`config.mk`:
```
export PLATFORM = sky130hd
export DESIGN_NAME = duplex_uart
export DESIGN_NICKNAME = d
export VERILOG_FILES = /design/src/rtl/uart_cfg_pkg.sv /design/src/rtl/baud_tick_gen.sv /design/src/rtl/uart_tx_unit.sv /design/src/rtl/uart_rx_unit.sv /design/src/rtl/duplex_uart.sv
export SDC_FILE = /design/constraint.sdc
export NUM_CORES = 1
export LEC_CHECK = 0
export ABC_AREA = 1
export BUFFER_PORTS_ARGS = -buffer_cell sky130_fd_sc_hd__buf_2
export CORE_AREA = 2 2 103 105
export DETAILED_ROUTE_END_ITERATION = 10
export DIE_AREA = 0 0 105 107
export PLACE_DENSITY = 0.78
export SYNTH_ARGS = -nofsm -noshare
export SYNTH_HDL_FRONTEND = slang
export SYNTH_SLANG_ARGS = --single-unit
```
`constraint.sdc`:
```
create_clock -name clk -period 1.93 [get_ports clk]
set_clock_uncertainty 0.05 [all_clocks]
set_input_delay 0.193 -clock clk [delete_from_list [all_inputs] [get_ports clk]]
set_output_delay 0.193 -clock clk [all_outputs]
set_load 0.01 [all_outputs]
```
`src/rtl/uart_cfg_pkg.sv`:
```
package uart_cfg_pkg;
  localparam int CHAR_MAX = 8;

  typedef enum logic [2:0] {
    ST_IDLE,
    ST_START,
    ST_DATA,
    ST_PAR,
    ST_STOP
  } line_state_e;

  // Mask of the data bits in use for a length code (0..3 -> 5..8 bits).
  function automatic logic [CHAR_MAX-1:0] len_mask(input logic [1:0] sel);
    return {CHAR_MAX{1'b1}} >> (2'd3 - sel);
  endfunction

  // Index of the last data bit for a length code.
  function automatic logic [2:0] last_idx(input logic [1:0] sel);
    return 3'd4 + {1'b0, sel};
  endfunction
endpackage

```
`src/rtl/baud_tick_gen.sv`:
```
module baud_tick_gen #(
  parameter int DIV_W = 16
) (
  input  logic             clk,
  input  logic             rst,
  input  logic             en,
  input  logic [DIV_W-1:0] div,
  output logic             tick
);
  logic [DIV_W-1:0] cnt_q;

  always_ff @(posedge clk) begin
    if (rst) begin
      cnt_q <= '0;
      tick  <= 1'b0;
    end else if (!en) begin
      tick <= 1'b0;
    end else if (cnt_q >= div) begin
      cnt_q <= '0;
      tick  <= 1'b1;
    end else begin
      cnt_q <= cnt_q + 1'b1;
      tick  <= 1'b0;
    end
  end
endmodule

```
`src/rtl/uart_tx_unit.sv`:
```
module uart_tx_unit
  import uart_cfg_pkg::*;
#(
  parameter int OVS = 16,
  localparam int SUB_W = $clog2(OVS)
) (
  input  logic                clk,
  input  logic                rst,
  input  logic                tick,
  input  logic [1:0]          len_sel,
  input  logic                par_en,
  input  logic                par_odd,
  input  logic                stop2,
  input  logic                invert,
  input  logic                msb_first,
  input  logic                wr,
  input  logic [CHAR_MAX-1:0] wr_data,
  output logic                txd,
  output logic                busy,
  output logic                done_int
);
  line_state_e         st_q;
  logic [SUB_W-1:0]    sub_q;
  logic [2:0]          idx_q;
  logic                stop_q;
  logic [CHAR_MAX-1:0] buf_q, shf_q;
  logic                full_q, txd_q, int_q;
  logic [2:0]          last, sel;
  logic                sub_end, par_bit, level;

  assign last    = last_idx(len_sel);
  assign sel     = msb_first ? (last - idx_q) : idx_q;
  assign sub_end = (sub_q == SUB_W'(OVS - 1));
  assign par_bit = (^(shf_q & len_mask(len_sel))) ^ par_odd;

  always_comb begin
    case (st_q)
      ST_START: level = 1'b0;
      ST_DATA:  level = shf_q[sel];
      ST_PAR:   level = par_bit;
      default:  level = 1'b1;
    endcase
  end

  always_ff @(posedge clk) begin
    if (rst) begin
      st_q   <= ST_IDLE;
      sub_q  <= '0;
      idx_q  <= '0;
      stop_q <= 1'b0;
      buf_q  <= '0;
      shf_q  <= '0;
      full_q <= 1'b0;
      txd_q  <= ~invert;
      int_q  <= 1'b0;
    end else begin
      int_q <= 1'b0;
      txd_q <= level ^ invert;
      if (tick) begin
        if (st_q == ST_IDLE) begin
          if (full_q) begin
            shf_q  <= buf_q;
            full_q <= 1'b0;
            st_q   <= ST_START;
            sub_q  <= '0;
          end
        end else if (!sub_end) begin
          sub_q <= sub_q + 1'b1;
        end else begin
          sub_q <= '0;
          case (st_q)
            ST_START: begin
              st_q  <= ST_DATA;
              idx_q <= '0;
            end
            ST_DATA: begin
              if (idx_q == last) begin
                st_q   <= par_en ? ST_PAR : ST_STOP;
                stop_q <= 1'b0;
              end else begin
                idx_q <= idx_q + 3'd1;
              end
            end
            ST_PAR: begin
              st_q   <= ST_STOP;
              stop_q <= 1'b0;
            end
            default: begin
              if (stop2 && !stop_q) begin
                stop_q <= 1'b1;
              end else begin
                int_q <= 1'b1;
                if (full_q) begin
                  shf_q  <= buf_q;
                  full_q <= 1'b0;
                  st_q   <= ST_START;
                end else begin
                  st_q <= ST_IDLE;
                end
              end
            end
          endcase
        end
      end
      if (wr) begin
        buf_q  <= wr_data;
        full_q <= 1'b1;
      end
    end
  end

  assign txd      = txd_q;
  assign busy     = full_q;
  assign done_int = int_q;

  assert_busy_after_write_R7: assert property (@(posedge clk) disable iff (rst)
    wr |=> busy);

  // an idle transmitter with a steady polarity shows the idle level.
  assert_idle_level_R8: assert property (@(posedge clk) disable iff (rst)
    (st_q == ST_IDLE && $past(st_q) == ST_IDLE && $stable(invert)) |-> (txd == ~invert));
endmodule

```
`src/rtl/uart_rx_unit.sv`:
```
module uart_rx_unit
  import uart_cfg_pkg::*;
#(
  parameter int OVS = 16,
  localparam int SUB_W = $clog2(OVS),
  localparam int HALF = OVS / 2
) (
  input  logic                clk,
  input  logic                rst,
  input  logic                tick,
  input  logic                rxd,
  input  logic [1:0]          len_sel,
  input  logic                par_en,
  input  logic                par_odd,
  input  logic                invert,
  input  logic                msb_first,
  input  logic                rd,
  input  logic                err_clr,
  output logic [CHAR_MAX-1:0] data,
  output logic                valid,
  output logic                done_int,
  output logic                perr,
  output logic                ferr,
  output logic                oerr
);
  logic                s1_q, s2_q, s3_q;
  line_state_e         st_q;
  logic [SUB_W-1:0]    sub_q;
  logic [2:0]          idx_q;
  logic [CHAR_MAX-1:0] shf_q, data_q;
  logic                acc_q, pend_q, valid_q, int_q, perr_q, ferr_q, oerr_q;
  logic [2:0]          last, pos;
  logic                sub_end, mid_start, finish;

  assign last      = last_idx(len_sel);
  assign pos       = msb_first ? (last - idx_q) : idx_q;
  assign sub_end   = (sub_q == SUB_W'(OVS - 1));
  assign mid_start = (sub_q == SUB_W'(HALF - 1));
  assign finish    = tick && sub_end && (st_q == ST_STOP);

  always_ff @(posedge clk) begin
    if (rst) begin
      s1_q <= 1'b1; s2_q <= 1'b1; s3_q <= 1'b1;
      st_q <= ST_IDLE;
      sub_q <= '0; idx_q <= '0;
      shf_q <= '0; data_q <= '0;
      acc_q <= 1'b0; pend_q <= 1'b0;
      valid_q <= 1'b0; int_q <= 1'b0;
      perr_q <= 1'b0; ferr_q <= 1'b0; oerr_q <= 1'b0;
    end else begin
      s1_q  <= rxd ^ invert;
      s2_q  <= s1_q;
      s3_q  <= s2_q;
      int_q <= 1'b0;
      if (rd) valid_q <= 1'b0;
      if (err_clr) begin
        perr_q <= 1'b0; ferr_q <= 1'b0; oerr_q <= 1'b0;
      end
      case (st_q)
        ST_IDLE: begin
          if (s3_q && !s2_q) begin
            st_q  <= ST_START;
            sub_q <= '0;
          end
        end
        ST_START: begin
          if (tick) begin
            if (mid_start) begin
              if (!s2_q) begin
                st_q <= ST_DATA;
                sub_q <= '0; idx_q <= '0; shf_q <= '0;
                acc_q <= 1'b0; pend_q <= 1'b0;
              end else begin
                st_q <= ST_IDLE;
              end
            end else begin
              sub_q <= sub_q + 1'b1;
            end
          end
        end
        default: begin
          if (tick) begin
            if (!sub_end) begin
              sub_q <= sub_q + 1'b1;
            end else begin
              sub_q <= '0;
              case (st_q)
                ST_DATA: begin
                  shf_q[pos] <= s2_q;
                  acc_q      <= acc_q ^ s2_q;
                  if (idx_q == last) st_q <= par_en ? ST_PAR : ST_STOP;
                  else idx_q <= idx_q + 3'd1;
                end
                ST_PAR: begin
                  pend_q <= acc_q ^ s2_q ^ par_odd;
                  st_q   <= ST_STOP;
                end
                default: begin
                  data_q  <= shf_q;
                  valid_q <= 1'b1;
                  int_q   <= 1'b1;
                  if (!s2_q) ferr_q <= 1'b1;
                  if (pend_q) perr_q <= 1'b1;
                  if (valid_q && !rd) oerr_q <= 1'b1;
                  st_q <= ST_IDLE;
                end
              endcase
            end
          end
        end
      endcase
    end
  end

  assign data     = data_q;
  assign valid    = valid_q;
  assign done_int = int_q;
  assign perr     = perr_q;
  assign ferr     = ferr_q;
  assign oerr     = oerr_q;

  assert_overrun_set_R6: assert property (@(posedge clk) disable iff (rst)
    (finish && valid_q && !rd) |=> oerr_q);

  assert_upper_zero_R1: assert property (@(posedge clk) disable iff (rst)
    int_q |-> ((data_q & ~len_mask(len_sel)) == '0));

  assert_frame_err_at_stop_R5: assert property (@(posedge clk) disable iff (rst)
    $rose(ferr_q) |-> $past(st_q == ST_STOP));

  assert_start_reject_R12: assert property (@(posedge clk) disable iff (rst)
    (st_q == ST_START && tick && mid_start && s2_q) |=> (st_q == ST_IDLE));
endmodule

```
`src/rtl/duplex_uart.sv`:
```
module duplex_uart #(
  parameter int DIV_W = 16,
  parameter int OVS   = 16
) (
  input  logic             clk,
  input  logic             rst,
  input  logic [1:0]       blk_off,
  input  logic [DIV_W-1:0] divisor,
  input  logic [1:0]       len_sel,
  input  logic             par_en,
  input  logic             par_odd,
  input  logic             stop2,
  input  logic             invert,
  input  logic             msb_first,
  input  logic             tx_wr,
  input  logic [7:0]       tx_data,
  input  logic             rx_rd,
  input  logic             err_clr,
  input  logic             rxd,
  output logic             txd,
  output logic             tx_busy,
  output logic             tx_int,
  output logic [7:0]       rx_data,
  output logic             rx_valid,
  output logic             rx_int,
  output logic             err_parity,
  output logic             err_frame,
  output logic             err_overrun
);
  logic core_rst, run, tick;

  assign core_rst = rst | (&blk_off);
  assign run      = (blk_off == 2'b00);

  baud_tick_gen #(.DIV_W(DIV_W)) u_baud (
    .clk(clk), .rst(core_rst), .en(run), .div(divisor), .tick(tick)
  );

  uart_tx_unit #(.OVS(OVS)) u_tx (
    .clk(clk), .rst(core_rst), .tick(tick),
    .len_sel(len_sel), .par_en(par_en), .par_odd(par_odd), .stop2(stop2),
    .invert(invert), .msb_first(msb_first),
    .wr(tx_wr), .wr_data(tx_data),
    .txd(txd), .busy(tx_busy), .done_int(tx_int)
  );

  uart_rx_unit #(.OVS(OVS)) u_rx (
    .clk(clk), .rst(core_rst), .tick(tick), .rxd(rxd),
    .len_sel(len_sel), .par_en(par_en), .par_odd(par_odd),
    .invert(invert), .msb_first(msb_first),
    .rd(rx_rd), .err_clr(err_clr),
    .data(rx_data), .valid(rx_valid), .done_int(rx_int),
    .perr(err_parity), .ferr(err_frame), .oerr(err_overrun)
  );

  assert_block_reset_R11: assert property (@(posedge clk) disable iff (rst)
    (&blk_off) |=> (!rx_valid && !tx_busy && !err_overrun));
endmodule

```
# Yosys cells after proc, flatten, opt, wreduce, memory -nomap -nowiden
# Cells that the tools add are included.
[word_totals]
in_bits = 39
out_inout_bits = 16
word_cells = 229
reg_bits = 83
[op_classes]
mux = 105
n_addsub = 9
order_cmp = 4
n_eq_ne = 27
reduce_logical = 40
bitwise = 17
n_shift = 1
[ops]
columns = ["operator", "n"]
rows = [
  ["two-way mux 8 bit", 11],
  ["two-way mux 3 bit", 22],
  ["two-way mux 1 bit", 47],
  ["two-way mux 4 bit", 9],
  ["one-hot mux 3 bit (2 select lines)", 4],
  ["AND reduction 6 bit", 4],
  ["adder 16 x 1 -> 16 bit (second input constant)", 1],
  [">= comparator 16 bit", 1],
  ["two-way mux 16 bit", 1],
  ["one-hot mux 8 bit (2 select lines)", 1],
  ["AND reduction 4 bit", 4],
  ["nonzero test 2 bit", 7],
  ["== test 3 x 2 -> 1 bit (second input constant)", 4],
  ["!= test 2 x 1 -> 1 bit (second input constant)", 6],
  ["inverter 1 bit", 10],
  ["AND reduction 5 bit", 2],
  ["one-hot mux 3 bit (3 select lines)", 1],
  ["nonzero test 3 bit", 3],
  ["adder 4 x 1 -> 4 bit (second input constant)", 2],
  ["bitwise AND 8 bit", 1],
  ["bitwise mux 8 bit", 1],
  ["== test 4 bit (second input constant)", 2],
  ["less-than comparator 3 x 4 -> 1 bit (second input constant)", 2],
  ["!= test 2 bit (second input constant)", 4],
  ["other kinds (33)", 53],
]

# Depth between registers and ports, before layout
[logic_depth]
depth_word = 12
mapped_depth = 14
ltp_nobuf = 14

# Hierarchy
# Synthesis repeated with hierarchy kept, for this count alone.
[hier_totals]
hier_cells = 687
area_unflattened_um2 = 4828.4
[modules_own_cells]
columns = ["mod", "cells_per_inst", "n_inst", "seq_area_each_um2", "area_per_inst_um2"]
rows = [
  ["uart_rx_unit", 273, 1, 720.7, 1899.3],
  ["uart_tx_unit", 245, 1, 600.6, 1702.9],
  ["baud_tick_gen", 165, 1, 340.3, 1211.2],
  ["duplex_uart", 4, 1, 0.0, 15.0],
]

# Worst setup path after synthesis
# OpenSTA, ideal clock, no wires.
[synth_timing]
path_type = "register to register"
startpoint = "register u_rx.idx_q[0]"
endpoint = "register u_rx.shf_q[6]"
path_stages_with_launch = 11
required_ns = 1.761
synth_period_minus_slack_ns = 1.852
n_path_buf = 0
arrival_time_ns = 1.683
path_slack_ns = 0.078
setup_time_ns = 0.119
cell_sequence = "dfxtp_1 > ha_1 > inv_1 > fa_1 > nand2_1 > o21ai_0 > inv_1 > nor3_1 > nand2_1 > o21ai_0 > a21oi_1"
[synth_via]
elab_chain_len = 11
elab_cells_between_ends = 12
classes_between = "add/sub (1); order compare (2); mux (8); reduce/logical (1)"
[synth_lines]
columns = ["item", "line", "text"]
rows = [
  ["start, declared", "uart_rx_unit.sv:29", "logic [2:0] idx_q;"],
  ["start signal, assigned", "uart_rx_unit.sv:92", "else idx_q <= idx_q + 3'd1;"],
  ["subtractor 3 bit", "uart_rx_unit.sv:36", "assign pos = msb_first ? (last - idx_q) : idx_q;"],
  ["two-way mux 3 bit (*)", "uart_rx_unit.sv:36", ""],
  ["less-than comparator 3 x 4 -> 1 bit (implied by the code) / >= comparator 3 x 1 -> 1 bit (equally long branches)", "uart_rx_unit.sv:89", "shf_q[pos] <= s2_q;"],
  ["logical AND 1 bit (implied by the code)", "uart_rx_unit.sv:89", ""],
  ["two-way mux 1 bit (implied by the code)", "uart_rx_unit.sv:89", ""],
  ["demux 1 bit (select 3 bit) (*)", "--", ""],
  ["bitwise mux 8 bit (*)", "uart_rx_unit.sv:89", ""],
  ["two-way mux 8 bit (*)", "uart_rx_unit.sv:87", "case (st_q)"],
  ["two-way mux 8 bit (*)", "uart_rx_unit.sv:83", "if (!sub_end) begin"],
  ["two-way mux 8 bit (*)", "uart_rx_unit.sv:82", "if (tick) begin"],
  ["one-hot mux 8 bit (2 select lines) (*)", "uart_rx_unit.sv:59", "case (st_q)"],
  ["end signal, assigned by index", "uart_rx_unit.sv:89", ""],
  ["end, declared", "uart_rx_unit.sv:30", "logic [CHAR_MAX-1:0] shf_q, data_q;"],
]
# Every way passes the cells marked *; elsewhere a longest branch is shown, timed or not. The select of a mux whose other input is x is not followed.
# A chain may end at the register's enable or synchronous reset.

# Final worst setup path
[layout_timing]
startpoint = "register u_rx.idx_q[0]"
endpoint = "register u_rx.shf_q[2]"
# Same word-level chain as after synthesis.

==> metrics.md <==
| Metric | Value |
|---|---|
| Status | completed |
| CORE AREA | 0.0101 sq mm |
| Die Area | 0.0112 sq mm |
| Crit end category | register |
| Count of buffer and inverter cells on the critical path | 2 |
| Vias in the first global route | 3,920 |
| Total GRT Usage | 17.6% |
| Sequential Power Share | 52.4% |
| Worst setup margin | 124 ps |
| Crit path largest cell delay | 480 ps |
| Largest net degree at the start of global routing | 31 |
| RSZ-0062 raised after global routing | yes |
| 1st-pass router iterations | 4 |
| Critical path's top delay family | adder cells |
| Cell Area, Synth | 0.00452 sq mm |
| Worst slew pin tran | 366 ps |
| Area post-placement | 0.00501 sq mm |
| Max-cap viol count | 0 |
| Final TNS setup | 0 ps |
| Count of flip-flops with a built-in enable after synthesis | 0 |
| Hold Buf Count CTS | 0 |
| Num CTS Buffers | 9 |
| First-iteration detailed-routing DRC count | 187 |
| Syn avg cell area | 6.92 sq um |
| IO Pins | 55 |
| Row Count | 37 |
| Fin crit period | 1810 ps |
| Vias per inst | 4.78 |
| Gpl congestion | 0.791 |
| Endpoints failing hold | 0 |
| Gr ovfl total | 0 |
| Routed vias | 4,119 |
| Maximum clock rate | 554 MHz |
| CP cell instances | ha_1 > inv_1 > fa_1 > nand2_1 > o21ai_2 > buf_4 > nand2_1 > nor2_1 > nand2_1 > o21ai_0 > nand2_1 > nor2_1 |
| Worst-path fanout max | 2 |
| Startpoint Class | register |
| Initial antenna violation count | 0 |
| Warnings from Yosys | 0 |
| Root Driver | clkbuf_8 |
| DIE HEIGHT | 107 um |
| CTS-repair resized insts | 0 |
| Worst path slowest cell | fa_1 |
| Comb power frac | 8.6% |
| Placed Instances | 845 |
| Seq cells post-synth | 83 |
| Clk_lat worst skew | 350 ps |
| Syn_nets | 720 |
| Min Hold Slack | 33.4 ps |
| Sw Ratio | 26.1% |
| CP required | 2180 ps |
| Routed WL | 9170 um |
| Global-route wire length before repair | 16,400 um |
| Final setup violation count | 0 |
| Pwr dens | 629 mW/mm^2 |
| Slew headroom | 75.3% |
| Diodes inserted | 0 |
| Arr. time, crit path | 2060 ps |
| Sequential fraction of the synthesis area | 36.7% |
| Post-Layout Cell Count | 862 |
| Layout area overhead | 16.9% |
| Psw | 868 uW |
| WL/cell | 10.6 um |
| Share of layout cells above drive strength 1 | 17.6% |
| Final Max Tran Viols | 0 |
| Fin crit share | 93.6% |
| DRC | 0 |
| Hold crit path type | in2reg |
| Final ANT Viol Nets | 0 |
| Post-Synthesis Cells | 654 |
| Clk sinks | 83 |
| LEAKAGE | 2.39 nW |
| Die X | 105 um |
| Crit path kind | reg2reg |
| Setup Buffers After CTS | 0 |
| IO buf count | 54 |
| Reg clk slew, reported paths | 100 ps |
| CTS Buffer Depth | 2 |
| Final Util | 52.4% |
| Most frequent CP cell | nand2_1 |
| Tot Pwr | 3.32 mW |
| Clk pwr share | 39.0% |
| Initial Util | 44.8% |
| Asr flop ratio synth | 0% |
| DP Worst Slack | -51.9 ps |
| Final net count | 787 |
| Cell area after layout | 0.00529 sq mm |
| Synth cell types | 39 |
| Worst VDD drop | 0.000313 V |
| Dpl hpwl | 7040 um |
| H-tree levels | 3 |
| TritonCTS clock tree | done |
| Int Pwr | 2.45 mW |
| Ys flop type | dfxtp_1 |
[tightest hold or removal path: stages]
cell and delay, ps:
buf_2 90, nand2_1 50, a21oi_1 50
[registers in the layout, summed over array words and instances (netlist names), 3 cells and up]
signal        count
u_rx.sub_q        4
u_rx.idx_q        3
u_rx.st_q         3
u_baud.cnt_q     16
u_tx.shf_q        8
u_tx.sub_q        4
u_tx.st_q         3
u_rx.data         8
u_tx.idx_q        3
u_rx.shf_q        8
u_tx.buf_q        8
[area by class of cell]
type / instances / area, sq um
clock buffer: 9 / 124
clock inverter: 7 / 80.1
fill: 1034 / 4810
inverter: 94 / 353
multi-input combinational: 464 / 2510
sequential: 83 / 1670
tap: 136 / 170
timing repair buffer: 69 / 387
[cell usage after synthesis, types with 2 or more instances]
| cell type | number | area, sq um |
|---|---|---|
| o21bai_1 | 2 | 15.0 |
| a211oi_1 | 3 | 22.5 |
| o22ai_1 | 2 | 12.5 |
| inv_1 | 94 | 353 |
| nand2_1 | 143 | 537 |
| nand4_1 | 9 | 56.3 |
| ha_1 | 25 | 313 |
| dfxtp_1 | 83 | 1660 |
| o21a_1 | 3 | 22.5 |
| nor3b_1 | 2 | 15.0 |
| fa_1 | 2 | 40.0 |
| a21oi_1 | 49 | 245 |
| or2_2 | 2 | 12.5 |
| buf_2 | 5 | 25.0 |
| nand2_2 | 3 | 18.8 |
| nand3_1 | 38 | 190 |
| o21ai_0 | 50 | 250 |
| nor2_2 | 5 | 31.3 |
| nor2_4 | 4 | 45.0 |
| nor2_1 | 85 | 319 |
| nor3_1 | 9 | 45.0 |
| nor3_2 | 2 | 20.0 |
| nand2_4 | 2 | 22.5 |
| xnor2_1 | 3 | 26.3 |
| nand3b_1 | 2 | 15.0 |
| clkbuf_1 | 5 | 18.8 |
| xor2_1 | 9 | 78.8 |
| o21ai_2 | 2 | 17.5 |
[layout by cell type, fill, tap and decap left out, types with 4 or more instances in the layout]
cell        n
nor3_1      7
nand3_1    36
ha_1       25
a21oi_1    47
inv_1      91
o21ai_0    46
o21ai_2     4
clkbuf_8    9
xor2_1      9
nand2_2     6
nor2_4      4
inv_6       4
buf_4      14
nor2_1     81
dfxtp_1    80
nand4_1     9
nand2_1   140
buf_2      54
nor2_2      9
[power groups by stage]
stage,registers [mW],clock network (mW),logic (mW)
2_1_floorplan,1.78,0,0.176
3_3_place_gp,1.78,0,0.273
3_5_place_dp,1.78,0,0.279
4_1_cts,1.74,1.33,0.280
5_1_grt,1.75,1.42,0.329
6_report,1.74,1.30,0.286
[final timing paths]
kind / start / cells past startpoint / slack, ps / end
setup / recovery: u_rx.idx_q[0] / 12 / 120 / u_rx.shf_q[2]
hold / removal: tx_data[3] / 3 / 30 / u_tx.buf_q[3]
setup reg to reg: u_rx.idx_q[0] / 12 / 120 / u_rx.shf_q[2]
hold reg to reg: u_rx.s1_q / 1 / 380 / u_rx.s2_q
[layer usage]
metal,vias up,part of all wire [%],global-route usage (%)
met5,-,0,0
met2,63,48,30.9
met1,1806,48,21.4
li1,2242,-,-
met3,8,3.2,4.07
met4,0,1.0,5.24
[kinds of logic (layout without fill, tap and decap cells)]
family | Yosys count | after routing | share of synthesized area [%]
simple gates | 307 | 307 | 29.7
compound gates | 118 | 118 | 14.3
flops | 83 | 83 | 36.7
buf+inv | 107 | 179 | 9.13
fa+ha+maj | 27 | 27 | 7.80
xor+xnor | 12 | 12 | 2.32
(Power assumes the default switching activity.)
